### src/rtl/uart_tx_brk_pkg.sv
package uart_tx_brk_pkg;

    typedef enum logic [2:0] {
        ST_IDLE   = 3'd0,
        ST_START  = 3'd1,
        ST_DATA   = 3'd2,
        ST_PARITY = 3'd3,
        ST_STOP   = 3'd4,
        ST_BREAK  = 3'd5
    } tx_state_e;

    typedef enum logic [1:0] {
        STOP_ONE      = 2'd0,
        STOP_ONE_HALF = 2'd1,
        STOP_TWO      = 2'd2
    } stop_kind_e;

    localparam logic [1:0] CTL_OFF   = 2'b00;
    localparam logic [1:0] CTL_BREAK = 2'b11;

    localparam logic [1:0] PAR_ODD   = 2'b00;
    localparam logic [1:0] PAR_EVEN  = 2'b01;
    localparam logic [1:0] PAR_MARK  = 2'b10;
    localparam logic [1:0] PAR_SPACE = 2'b11;

    // Per-character settings, latched when a byte is taken.
    typedef struct packed {
        logic [1:0] wl_sel;
        logic       par_on;
        logic       par_bit;
        stop_kind_e stop;
    } frame_cfg_t;

endpackage

### src/rtl/txb_hold.sv
module txb_hold #(
    parameter int DATA_W = 8
) (
    input  logic              clk,
    input  logic              rst_n,
    input  logic              wr_en,
    input  logic [DATA_W-1:0] wr_data,
    input  logic              take,
    output logic [DATA_W-1:0] hold_q,
    output logic              empty_q
);

    // A write in the same clock as a take wins: the old byte leaves,
    // the new byte stays, and the register remains full.
    always_ff @(posedge clk or negedge rst_n) begin
        if (!rst_n) begin
            hold_q  <= '0;
            empty_q <= 1'b1;
        end else if (wr_en) begin
            hold_q  <= wr_data;
            empty_q <= 1'b0;
        end else if (take) begin
            empty_q <= 1'b1;
        end
    end

endmodule

### src/rtl/txb_frame_cfg.sv
module txb_frame_cfg
    import uart_tx_brk_pkg::*;
#(
    parameter int DATA_W = 8
) (
    input  logic [DATA_W-1:0] data,
    input  logic [1:0]        wl_sel,
    input  logic              par_en,
    input  logic [1:0]        par_sel,
    input  logic              stop_sel,
    output frame_cfg_t        cfg
);

    localparam int NB_W = $clog2(DATA_W + 1);
    localparam logic [NB_W-1:0] NB_FULL  = NB_W'(DATA_W);
    localparam logic [NB_W-1:0] NB_SHORT = NB_W'(DATA_W - 3);

    logic [NB_W-1:0]   nbits;
    logic [DATA_W-1:0] used;
    logic              data_xor;

    assign nbits = NB_FULL - NB_W'(wl_sel);

    // Mask off bits above the selected word length.
    generate
        for (genvar g = 0; g < DATA_W; g++) begin : g_mask
            assign used[g] = (int'(nbits) > g);
        end
    endgenerate

    assign data_xor = ^(data & used);

    always_comb begin
        cfg        = '0;
        cfg.wl_sel = wl_sel;
        cfg.par_on = par_en;
        unique case (par_sel)
            PAR_ODD:   cfg.par_bit = ~data_xor;
            PAR_EVEN:  cfg.par_bit = data_xor;
            PAR_MARK:  cfg.par_bit = 1'b1;
            PAR_SPACE: cfg.par_bit = 1'b0;
            default:   cfg.par_bit = 1'b0;
        endcase
        if (!stop_sel) begin
            cfg.stop = STOP_ONE;
        end else if (par_en && (nbits == NB_FULL)) begin
            cfg.stop = STOP_ONE;
        end else if (!par_en && (nbits == NB_SHORT)) begin
            cfg.stop = STOP_ONE_HALF;
        end else begin
            cfg.stop = STOP_TWO;
        end
    end

endmodule

### src/rtl/txb_seq.sv
module txb_seq
    import uart_tx_brk_pkg::*;
#(
    parameter int DATA_W     = 8,
    parameter int OVERSAMPLE = 16
) (
    input  logic              clk,
    input  logic              rst_n,
    input  logic              tick,
    input  logic [1:0]        tx_ctl,
    input  logic              cts_n,
    input  logic              hold_empty,
    input  logic [DATA_W-1:0] hold_data,
    input  frame_cfg_t        cfg_in,
    output logic              take,
    output logic              txd,
    output tx_state_e         state_q
);

    localparam int CNT_W = $clog2(2 * OVERSAMPLE);
    localparam int IDX_W = (DATA_W > 1) ? $clog2(DATA_W) : 1;
    localparam int NB_W  = $clog2(DATA_W + 1);
    localparam logic [CNT_W-1:0] BIT_LAST  = CNT_W'(OVERSAMPLE - 1);
    localparam logic [CNT_W-1:0] HALF_LAST = CNT_W'(OVERSAMPLE + OVERSAMPLE / 2 - 1);
    localparam logic [CNT_W-1:0] TWO_LAST  = CNT_W'(2 * OVERSAMPLE - 1);

    tx_state_e         state_d;
    logic [CNT_W-1:0]  cnt_q;
    logic [IDX_W-1:0]  idx_q;
    logic [DATA_W-1:0] sh_q;
    frame_cfg_t        cfg_q;

    logic [CNT_W-1:0]  seg_last;
    logic              seg_end;
    logic [NB_W-1:0]   nbits_q;
    logic              last_bit;
    logic              can_start;
    logic              want_break;

    assign want_break = (tx_ctl == CTL_BREAK);
    assign can_start  = (tx_ctl != CTL_OFF) && !want_break && !hold_empty && !cts_n;
    assign nbits_q    = NB_W'(DATA_W) - NB_W'(cfg_q.wl_sel);
    assign last_bit   = (NB_W'(idx_q) == (nbits_q - NB_W'(1)));

    always_comb begin
        seg_last = BIT_LAST;
        if (state_q == ST_STOP) begin
            unique case (cfg_q.stop)
                STOP_ONE:      seg_last = BIT_LAST;
                STOP_ONE_HALF: seg_last = HALF_LAST;
                STOP_TWO:      seg_last = TWO_LAST;
                default:       seg_last = BIT_LAST;
            endcase
        end
    end

    assign seg_end = tick && (cnt_q == seg_last);

    // Next-state logic
    always_comb begin
        state_d = state_q;
        take    = 1'b0;
        unique case (state_q)
            ST_IDLE: begin
                if (want_break) begin
                    state_d = ST_BREAK;
                end else if (tick && can_start) begin
                    state_d = ST_START;
                    take    = 1'b1;
                end
            end
            ST_START: begin
                if (seg_end) state_d = ST_DATA;
            end
            ST_DATA: begin
                if (seg_end && last_bit) begin
                    state_d = cfg_q.par_on ? ST_PARITY : ST_STOP;
                end
            end
            ST_PARITY: begin
                if (seg_end) state_d = ST_STOP;
            end
            ST_STOP: begin
                if (seg_end) begin
                    if (want_break) begin
                        state_d = ST_BREAK;
                    end else if (can_start) begin
                        state_d = ST_START;
                        take    = 1'b1;
                    end else begin
                        state_d = ST_IDLE;
                    end
                end
            end
            ST_BREAK: begin
                if (!want_break) state_d = ST_IDLE;
            end
            default: state_d = ST_IDLE;
        endcase
    end

    // State register and per-character datapath
    always_ff @(posedge clk or negedge rst_n) begin
        if (!rst_n) begin
            state_q <= ST_IDLE;
            cnt_q   <= '0;
            idx_q   <= '0;
            sh_q    <= '0;
            cfg_q   <= '0;
        end else begin
            state_q <= state_d;
            if ((state_d != state_q) || seg_end ||
                (state_q == ST_IDLE) || (state_q == ST_BREAK)) begin
                cnt_q <= '0;
            end else if (tick) begin
                cnt_q <= cnt_q + CNT_W'(1);
            end
            if (take) begin
                idx_q <= '0;
                sh_q  <= hold_data;
                cfg_q <= cfg_in;
            end else if ((state_q == ST_DATA) && seg_end) begin
                idx_q <= idx_q + IDX_W'(1);
                sh_q  <= sh_q >> 1;
            end
        end
    end

    // Line level from state
    always_comb begin
        unique case (state_q)
            ST_IDLE:   txd = 1'b1;
            ST_START:  txd = 1'b0;
            ST_DATA:   txd = sh_q[0];
            ST_PARITY: txd = cfg_q.par_bit;
            ST_STOP:   txd = 1'b1;
            ST_BREAK:  txd = 1'b0;
            default:   txd = 1'b1;
        endcase
    end

endmodule

### src/rtl/uart_tx_brk.sv
module uart_tx_brk
    import uart_tx_brk_pkg::*;
#(
    parameter int DATA_W     = 8,
    parameter int OVERSAMPLE = 16
) (
    input  logic              clk,
    input  logic              rst_n,
    input  logic              tick,
    input  logic              wr_en,
    input  logic [DATA_W-1:0] wr_data,
    input  logic [1:0]        wl_sel,
    input  logic              par_en,
    input  logic [1:0]        par_sel,
    input  logic              stop_sel,
    input  logic [1:0]        tx_ctl,
    input  logic              cts_n,
    output logic              txd,
    output logic              tde
);

    logic [DATA_W-1:0] hold_w;
    logic              take_w;
    frame_cfg_t        cfg_w;
    tx_state_e         seq_state;

    txb_hold #(.DATA_W(DATA_W)) u_hold (
        .clk     (clk),
        .rst_n   (rst_n),
        .wr_en   (wr_en),
        .wr_data (wr_data),
        .take    (take_w),
        .hold_q  (hold_w),
        .empty_q (tde)
    );

    txb_frame_cfg #(.DATA_W(DATA_W)) u_cfg (
        .data     (hold_w),
        .wl_sel   (wl_sel),
        .par_en   (par_en),
        .par_sel  (par_sel),
        .stop_sel (stop_sel),
        .cfg      (cfg_w)
    );

    txb_seq #(.DATA_W(DATA_W), .OVERSAMPLE(OVERSAMPLE)) u_seq (
        .clk        (clk),
        .rst_n      (rst_n),
        .tick       (tick),
        .tx_ctl     (tx_ctl),
        .cts_n      (cts_n),
        .hold_empty (tde),
        .hold_data  (hold_w),
        .cfg_in     (cfg_w),
        .take       (take_w),
        .txd        (txd),
        .state_q    (seq_state)
    );

endmodule

### config.mk
export PLATFORM = sky130hd
export DESIGN_NAME = uart_tx_brk
export DESIGN_NICKNAME = d
export VERILOG_FILES = /design/src/rtl/uart_tx_brk_pkg.sv /design/src/rtl/txb_hold.sv /design/src/rtl/txb_frame_cfg.sv /design/src/rtl/txb_seq.sv /design/src/rtl/uart_tx_brk.sv
export SDC_FILE = /design/constraint.sdc
export NUM_CORES = 1
export LEC_CHECK = 0
export ABC_CLOCK_PERIOD_IN_PS = 5700
export CAP_MARGIN = 20
export CORE_MARGIN = 1.5
export CORE_UTILIZATION = 50
export CTS_CLUSTER_DIAMETER = 40
export DETAILED_ROUTE_END_ITERATION = 12
export MAX_ROUTING_LAYER = met4
export PLACE_DENSITY = 0.75
export SYNTH_ARGS = -nofsm -noshare
export SYNTH_HDL_FRONTEND = slang
export SYNTH_SLANG_ARGS = --single-unit
### constraint.sdc
create_clock -name clk -period 5.7 [get_ports clk]
set_clock_uncertainty 0.1 [all_clocks]
set_input_delay 1.14 -clock clk [delete_from_list [all_inputs] [get_ports clk]]
set_output_delay 1.14 -clock clk [all_outputs]
set_load 0.05 [all_outputs]
==> out/qor.csv <==
metric,value,unit
synth_commonest_cells,"33 x dfrtp_1, 16 x nor2_1, 14 x nand2_1",
start_kind,flop,
p_comb_share,30.7,%
clock_sinks,34,
syn_inst,179,
hold_violations,0,
gp_congestion,0.898,
tns,0,ps
max-cap-violations,0,
die_h,63.8,um
vias_per_cell,5.34,
vdd_drop_max,0.167,mV
reg2reg_slack,3020,ps
grt_max_degree,35,
totalWireLength,3240,um
fmax,301,MHz
area_delta_synth_final,17.3,%
start_util,53.7,%
fp-row-count,21,
via_count,1318,
syn_nets,204,
hold_path_class,reg2reg,
switching_share,33.3,%
internal-power,529,uW
cts.htree.levels,2,
root_buffer,clkbuf_8,
p_leak,0.000936,uW
synth-seq-cells,34,
synth.distinct_cells,44,
core_area,3440,um2
grt_pass1_wl,5670,um
path_max_fanout,11,
slew_violations,0,
post-cts-setup-buffer-count,0,
finish.instance_area,2170,um2
place_area,2070,um2
n_fill_cell,277,
drc,0,
worstPathArrival,2080,ps
ys.flop_type,dfrtp_1,
ant_nets,0,
cts-buffers-inserted,5,
yosys_warnings,0,
end_kind,output pin,
grt_pass1_vias,1324,
dp_hpwl,2370,um
setup_viol,0,
ios,23,
clock_path_buffers,2,
n_antenna_cell,0,
switchingPower,264,uW
finalCriticalPeriod,3320,ps
tritoncts,yes,
die_w,63.8,um
drive_gt1_share,12.4,%
antenna_found_initial,0,
drtPass1Iterations,4,
required,4460,ps
die_area,4070,um2
rsz0062_at_grt,no,
post-synth-top-count-cell,dfrtp_1,
cts_hold_buf,0,
io_buffers,22,
crit_type,reg2out,
nets,225,
clkLatencyLatePin,290,ps
synth_area,1850,um2
cts_resized,0,
synth_edf_count,0,
powerDensity,366,nW/um2
grtUsageTotal,18.7,%
syn_area_per_cell,10.3,um2
power.share.clock,23.2,%
synth_top_area_share,44.7,%
status,"finished, final reports clean",
wire_per_inst,13.1,um
power,793,uW
yosys.area.top_type,dfrtp_1,
synthTopCellsByArea,"dfrtp_1 45%, xnor2_1 5.2%, mux2_2 4.3%",
drt_iter0_drc,63,
yosysSeqAreaShare,46.1,%
p_seq_share,46.1,%
fin_crit_sh,58.2,%
path_clk_slew,70,ps
timing.slew.headroom,33.4,%
worstMarginPinSlew,995,ps
async_reset_ff_share,100,%
globalRouteOverflowTotal,0,
-- sequential cells by signal (all words and copies together) (netlist names) --
name	count
u_seq.state_q	3
u_hold.hold_q	8
u_seq.idx_q	3
u_seq.cfg_q	6
u_seq.cnt_q	5
u_hold.empty_q	1
u_seq.sh_q	8
-- stage by stage --
| stage | hold WS [ps] | utilization [%] | std cells | setup WS [ps] |
|---|---|---|---|---|
| after floorplan | 349 | - | 179 | 2990 |
| after global routing | 414 | 63.0 | 247 | 2260 |
| after global placement | 364 | 60.2 | 239 | 2200 |
| after detailed placement | 370 | 60.2 | 239 | 2150 |
| after CTS | 379 | 63.0 | 247 | 2390 |
| final | 377 | 63.0 | 247 | 2380 |
-- worst max-delay path, cell delays in order (launching register included) --
cell and delay [ps]:
dfrtp_1 540, nand2b_1 180, o22ai_1 80, a22oi_1 160, clkdlybuf4s50_1 830
-- cell usage in the layout (no fill, tap or decap), types with 4 or more instances in the layout --
master / Yosys / final
a21oi_1: 11 / 11
and2_1: 4 / 4
clkbuf_8: 0 / 6
clkdlybuf4s50_1: 0 / 22
dfrtp_1: 33 / 33
ha_1: 4 / 4
inv_1: 8 / 8
mux2_2: 7 / 7
mux2i_1: 7 / 7
nand2_1: 14 / 14
nor2_1: 16 / 16
o21ai_0: 8 / 8
xnor2_1: 11 / 11
xor2_1: 6 / 6
-- per-layer routing --
| layer | track usage (%) | vias up | share of wire, % |
|---|---|---|---|
| met2 | 31.6 | 28 | 50 |
| met4 | 8.70 | 0 | 1.8 |
| li1 | - | 657 | - |
| met3 | 5.46 | 7 | 3.9 |
| met1 | 20.3 | 626 | 44 |
| met5 | - | - | 0 |
-- worst paths after layout --
path,start,endpoint,depth (start not counted)
max,u_seq.state_q[0],txd,4
min,u_hold.empty_q,u_hold.empty_q,2
max reg2reg,u_seq.state_q[0],u_seq.idx_q[1],5
min reg2reg,u_hold.empty_q,u_hold.empty_q,2
max in group asynchronous,rst_n,u_hold.empty_q,2
min in group asynchronous,rst_n,u_seq.cnt_q[1],2
-- final cells by class --
cell class	count	area, um2	area share [%]
inverters	8	30.0	1.39
well taps	46	57.6	2.66
flip-flops and latches	34	852	39.3
repair buffers	23	228	10.5
clock buffers	6	82.6	3.81
multi-input cells	128	905	41.7
clock inverters	2	12.5	0.577
-- cells by family (layout without fill, tap and decap cells) --
kind of cell,Yosys count,count (layout),share of synthesized area (%)
AND/OR/NAND/NOR,58,58,16.8
flip-flops,34,34,46.1
AO/OA/AOI/OAI,32,32,10.9
XOR/XNOR,17,17,8.06
multiplexers,17,17,10.5
buffers and inverters,17,39,4.88
adder cells (fa/ha/maj),4,4,2.71
-- power by group through the flow --
stage	logic, uW	registers [uW]	clock network, uW
after floorplan	204	344	0
after global placement	234	366	0
after detailed placement	245	371	0
after CTS	246	366	191
after global routing	272	376	201
final	244	365	184
(Power assumes the default switching activity.)
